[src/rtl/thrdd_pkg.sv]
package thrdd_pkg;

    // Classification of a (remaining, gathered) key in the decision network
    typedef enum logic [1:0] {
        KIND_ZERO = 2'd0,   // threshold unreachable: constant 0
        KIND_ONE  = 2'd1,   // threshold met: constant 1
        KIND_NODE = 2'd2    // undecided: a multiplexer is needed
    } node_kind_e;

endpackage

[src/rtl/thrdd_node.sv]
module thrdd_node (
    input  logic sel,
    input  logic on_one,
    input  logic on_zero,
    output logic y
);

    // One decision node: the literal pin chooses between its two subtrees
    always_comb begin
        y = sel ? on_one : on_zero;
    end

endmodule

[src/rtl/thrdd_net.sv]
module thrdd_net
    import thrdd_pkg::*;
#(
    parameter int          N       = 8,
    parameter int          WW      = 4,
    parameter logic [N*WW-1:0] WEIGHTS = 32'h9754_3221,
    parameter logic [N-1:0]    INVERT  = 8'b0001_0010,
    parameter int          THRESH  = 9
) (
    input  logic [N-1:0] lits,
    output logic         sat,
    output logic         add_br,   // top subtree that gathers the top weight
    output logic         skip_br   // top subtree that skips the top weight
);

    localparam int KEYS = (N + 1) * THRESH;

    function automatic int wt(input int i);
        return int'(WEIGHTS[i*WW +: WW]);
    endfunction

    // Weight still available when r inputs (indices 0..r-1) remain
    function automatic int rest(input int r);
        int t;
        t = 0;
        for (int i = 0; i < r; i++) t += wt(i);
        return t;
    endfunction

    function automatic node_kind_e kind_of(input int r, input int s);
        if (s >= THRESH)           return KIND_ONE;
        if (s + rest(r) < THRESH)  return KIND_ZERO;
        return KIND_NODE;
    endfunction

    // Keys reachable from the top; bit index r*THRESH+s
    function automatic logic [KEYS-1:0] reach_map();
        logic [KEYS-1:0] m;
        int g1, g0;
        m = '0;
        if (kind_of(N, 0) == KIND_NODE) m[N*THRESH] = 1'b1;
        for (int r = N; r >= 2; r--) begin
            for (int s = 0; s < THRESH; s++) begin
                if (m[r*THRESH + s]) begin
                    g1 = INVERT[r-1] ? s : s + wt(r-1);
                    g0 = INVERT[r-1] ? s + wt(r-1) : s;
                    if (kind_of(r-1, g1) == KIND_NODE) m[(r-1)*THRESH + g1] = 1'b1;
                    if (kind_of(r-1, g0) == KIND_NODE) m[(r-1)*THRESH + g0] = 1'b1;
                end
            end
        end
        return m;
    endfunction

    localparam logic [KEYS-1:0] REACH = reach_map();
    localparam node_kind_e      TOP_KIND = kind_of(N, 0);

    for (genvar r = 1; r <= N; r++) begin : g_lvl
        for (genvar s = 0; s < THRESH; s++) begin : g_nd
            if (REACH[r*THRESH + s]) begin : g_live
                localparam int         W    = wt(r-1);
                localparam int         SUM1 = INVERT[r-1] ? s : s + W;
                localparam int         SUM0 = INVERT[r-1] ? s + W : s;
                localparam node_kind_e K1   = kind_of(r-1, SUM1);
                localparam node_kind_e K0   = kind_of(r-1, SUM0);
                logic one_v;
                logic zero_v;
                logic val;

                if (K1 == KIND_ONE) begin : g_one_hi
                    assign one_v = 1'b1;
                end else if (K1 == KIND_ZERO) begin : g_one_lo
                    assign one_v = 1'b0;
                end else begin : g_one_sub
                    assign one_v = g_lvl[r-1].g_nd[SUM1].g_live.val;
                end

                if (K0 == KIND_ONE) begin : g_zero_hi
                    assign zero_v = 1'b1;
                end else if (K0 == KIND_ZERO) begin : g_zero_lo
                    assign zero_v = 1'b0;
                end else begin : g_zero_sub
                    assign zero_v = g_lvl[r-1].g_nd[SUM0].g_live.val;
                end

                thrdd_node u_mux (
                    .sel     (lits[r-1]),
                    .on_one  (one_v),
                    .on_zero (zero_v),
                    .y       (val)
                );
            end
        end
    end

    if (TOP_KIND == KIND_NODE) begin : g_top_node
        assign sat = g_lvl[N].g_nd[0].g_live.val;
        if (INVERT[N-1]) begin : g_top_inv
            assign add_br  = g_lvl[N].g_nd[0].g_live.zero_v;
            assign skip_br = g_lvl[N].g_nd[0].g_live.one_v;
        end else begin : g_top_pos
            assign add_br  = g_lvl[N].g_nd[0].g_live.one_v;
            assign skip_br = g_lvl[N].g_nd[0].g_live.zero_v;
        end
    end else begin : g_top_const
        assign sat     = (TOP_KIND == KIND_ONE);
        assign add_br  = (TOP_KIND == KIND_ONE);
        assign skip_br = (TOP_KIND == KIND_ONE);
    end

endmodule

[src/rtl/thrdd_top.sv]
module thrdd_top #(
    parameter int          N       = 8,
    parameter int          WW      = 4,
    parameter logic [N*WW-1:0] WEIGHTS = 32'h9754_3221,
    parameter logic [N-1:0]    INVERT  = 8'b0001_0010,
    parameter int          THRESH  = 9
) (
    input  logic         clk,
    input  logic         rst,
    input  logic [N-1:0] lits_in,
    output logic         sat_out
);

    function automatic int total_wt();
        int t;
        t = 0;
        for (int i = 0; i < N; i++) t += int'(WEIGHTS[i*WW +: WW]);
        return t;
    endfunction

    localparam int           TOTAL  = total_wt();
    localparam int           HEAVY  = int'(WEIGHTS[(N-1)*WW +: WW]);
    localparam logic [N-1:0] ALL_ON = ~INVERT;

    logic [N-1:0] in_q;
    logic         sat_q;
    logic         net_sat;
    logic         add_br;
    logic         skip_br;

    thrdd_net #(
        .N       (N),
        .WW      (WW),
        .WEIGHTS (WEIGHTS),
        .INVERT  (INVERT),
        .THRESH  (THRESH)
    ) u_net (
        .lits    (in_q),
        .sat     (net_sat),
        .add_br  (add_br),
        .skip_br (skip_br)
    );

    always_ff @(posedge clk) begin
        if (rst) begin
            in_q  <= '0;
            sat_q <= 1'b0;
        end else begin
            in_q  <= lits_in;
            sat_q <= net_sat;
        end
    end

    assign sat_out = sat_q;

    // gathering the top weight can only help
    assert_monotone_top_R5: assert property (@(posedge clk) disable iff (rst)
        skip_br |-> add_br);

    // every effective literal 0 gives no verdict
    if (THRESH > 0) begin : g_chk_off
        assert_all_off_R7: assert property (@(posedge clk) disable iff (rst)
            (in_q == INVERT) |=> !sat_q);
    end

    // every effective literal 1 meets a reachable threshold
    if (TOTAL >= THRESH) begin : g_chk_on
        assert_all_on_R7: assert property (@(posedge clk) disable iff (rst)
            (in_q == ALL_ON) |=> sat_q);
    end

    // the heaviest input alone suffices when its weight reaches the threshold
    if (HEAVY >= THRESH) begin : g_chk_heavy
        assert_heavy_alone_R6: assert property (@(posedge clk) disable iff (rst)
            (in_q[N-1] != INVERT[N-1]) |=> sat_q);
    end

    // the verdict moves only after a change of the sampled vector
    assert_stable_out_R9: assert property (@(posedge clk) disable iff (rst)
        (!$past(rst) && (sat_q != $past(sat_q))) |-> ($past(in_q) != $past(in_q, 2)));

endmodule

[config.mk]
export PLATFORM = sky130hd
export DESIGN_NAME = thrdd_top
export DESIGN_NICKNAME = d
export VERILOG_FILES = /design/src/rtl/thrdd_pkg.sv /design/src/rtl/thrdd_node.sv /design/src/rtl/thrdd_net.sv /design/src/rtl/thrdd_top.sv
export SDC_FILE = /design/constraint.sdc
export NUM_CORES = 1
export LEC_CHECK = 0
export ABC_AREA = 1
export ABC_CLOCK_PERIOD_IN_PS = 3000
export BUFFER_PORTS_ARGS = -buffer_cell sky130_fd_sc_hd__buf_2
export CAP_MARGIN = 20
export CORE_MARGIN = 1.5
export CORE_UTILIZATION = 30
export CTS_BUF_LIST = sky130_fd_sc_hd__clkbuf_4 sky130_fd_sc_hd__clkbuf_8 sky130_fd_sc_hd__clkbuf_16
export CTS_CLUSTER_DIAMETER = 50
export DETAILED_ROUTE_END_ITERATION = 6
export PLACE_DENSITY_LB_ADDON = 0.08
export RECOVER_POWER = 100
export SLEW_MARGIN = 20
export SYNTH_ARGS = -nofsm -noshare
export SYNTH_HDL_FRONTEND = slang
export SYNTH_HIERARCHICAL = 1
export SYNTH_SLANG_ARGS = --single-unit
[constraint.sdc]
create_clock -name clk -period 3 [get_ports clk]
set_clock_uncertainty 0.05 [all_clocks]
set_input_delay 0.15 -clock clk [delete_from_list [all_inputs] [get_ports clk]]
set_output_delay 0.15 -clock clk [all_outputs]
set_load 0.01 [all_outputs]
==> impl_metrics.tcl <==
set metrics [dict create \
    status "finished clean" \
    final_cells 154 \
    worstSkewPairLatency_ns 0.25 \
    rows 15 \
    cts_resized 0 \
    drt-vias-per-instance 3.18 \
    ir_drop_mv 0.205 \
    die_x_um 45.3 \
    boundaryPins 11 \
    drtIter0Drc 3 \
    hold_end "in_q[1]$_SDFF_PP0_" \
    reg2reg_from "in_q[1]$_SDFF_PP0_" \
    final_nets 140 \
    fmax_mhz 676 \
    cts-buffers-inserted 3 \
    worst_hold_path_type "primary input to flip-flop" \
    final_max_slew_viol_count 0 \
    grt_first_pass_wirelength_um 1570 \
    worstRegToRegCells 17 \
    startpoint_type "flip-flop" \
    clk_path_buf_depth 2 \
    globalRouteOverflowTotal 0 \
    firstDrtPassIters 4 \
    hold_viol 0 \
    grt_setup_unrepaired "no" \
    gp_congestion 0.700 \
    holdPathStages 3 \
    critical_path_class "flip-flop to flip-flop" \
    post_cts.repair.setup_buffers 0 \
    ys_warn_count 6 \
    cts.sinks 9 \
    cts_root_buffer "clkbuf_4" \
    routed_wl_um 801 \
    drive_gt1_share_pct 9.30 \
    syn2layout_area_growth_pct 28.0 \
    start_util_pct 31.4 \
    worstReg2RegEnd "sat_out$_SDFF_PP0_" \
    grt_start_max_net_pins 10 \
    fin_crit_sh_pct 49.3 \
    syn_area_um2 537 \
    crit_fanout 6 \
    wl_per_cell_um 5.20 \
    worst-r2r-setup-slack_ns 1.52 \
    n_antenna_cell 0 \
    finalPower_uw 277 \
    die_height_um 45.3 \
    die_area_um2 2050 \
    post-route-min-period_ns 1.48 \
    leakage_nw 0.448 \
    setup-tns-final_ns 0 \
    syn_area_per_cell_um2 5.26 \
    setup_violations 0 \
    antenna_found_initial 0 \
    syn_inst 102 \
    grt_usage_pct 10.3 \
    power_density_nw_per_um2 403 \
    portBuffers 10 \
    grt_pass1_vias 421 \
    ant_nets 0 \
    ctsHoldBuffers 0 \
    core_um2 1710 \
    cp.required_ns 3.08 \
    cp-end-kind "flip-flop" \
    dpl.cell_count 150 \
    cts-htree-levels 1 \
    vias 489 \
    crit_arrival_ns 1.56 \
    hpwl_um 649 \
    drc 0 \
    cts_tree "built" \
    path_clk_slew_ns 0.06 \
    maxCapViolCount 0 \
    min-delay-start "lits_in[1]" \
]
==> report_power, final <==
| group | internal (mW) | switching (mW) |
|---|---|---|
| registers | 0.127 | 0.00611 |
| clock network | 0.0601 | 0.0390 |
| logic | 0.0193 | 0.0260 |
| total | 0.206 | 0.0711 |
==> how the worst max path moves through the flow <==
stage | slack [ns] | from | endpoint | cells past startpoint
3_3_place_gp | 1.57 | in_q[0]$_SDFF_PP0_ | sat_out$_SDFF_PP0_ | 18
5_1_grt | 1.26 | in_q[0]$_SDFF_PP0_ | sat_out$_SDFF_PP0_ | 18
6_report | 1.52 | in_q[1]$_SDFF_PP0_ | sat_out$_SDFF_PP0_ | 17
4_1_cts | 1.51 | in_q[1]$_SDFF_PP0_ | sat_out$_SDFF_PP0_ | 17
2_1_floorplan | 1.70 | in_q[1]$_SDFF_PP0_ | sat_out$_SDFF_PP0_ | 17
3_5_place_dp | 1.52 | in_q[1]$_SDFF_PP0_ | sat_out$_SDFF_PP0_ | 17
==> cell type report <==
| cell class | count | area [um^2] |
|---|---|---|
| multi-input combinational | 79 | 297 |
| clock buffer | 4 | 30.0 |
| sequential | 9 | 180 |
| inverter | 27 | 101 |
| fill | 192 | 1020 |
| tap | 25 | 31.3 |
| timing repair buffer | 10 | 47.5 |
==> flip-flops by register name, indices dropped and copies added, names as in the netlist <==
name and count:
sat_out 1, in_q 8
==> per-layer routing <==
metal | share of wire [%] | track usage (%)
met2 | 40 | 16.0
met4 | 1.4 | 7.06
met3 | 3.5 | 1.20
met1 | 55 | 13.1
met5 | 0 | 0
==> through the flow <==
stage / util, % / hold WS (ns) / setup slack [ns] / area (um^2)
after floorplan: - / 0.207 / 1.70 / 589
after global placement: 38.6 / 0.304 / 1.57 / 659
after detailed placement: 38.6 / 0.308 / 1.52 / 659
after CTS: 40.4 / 0.0369 / 1.51 / 689
after global routing: 40.2 / 0.0482 / 1.26 / 687
final: 40.2 / 0.0481 / 1.52 / 687
==> critical path, cell delays in order, from the launching register on <==
cell     delay [ns]
dfxtp_1        0.40
inv_1          0.06
nand2_1        0.05
nand2_1        0.07
nand2_1        0.07
nand2_1        0.06
nand2_1        0.07
nand2_1        0.05
nand2_1        0.05
nand2_1        0.05
nand2_1        0.05
nand2_1        0.05
nand2_1        0.05
nand2_1        0.06
nand2_1        0.06
nand2_1        0.04
inv_1          0.04
nor2_1         0.03
==> layout by cell type, fill, tap and decap left out <==
| cell type | n |
|---|---|
| nand2_1 | 54 |
| dfxtp_1 | 9 |
| nor2_1 | 9 |
| clkbuf_1 | 2 |
| inv_1 | 27 |
| conb_1 | 16 |
| buf_2 | 8 |
| clkbuf_4 | 4 |
Power figures use the tool's default switching activity.
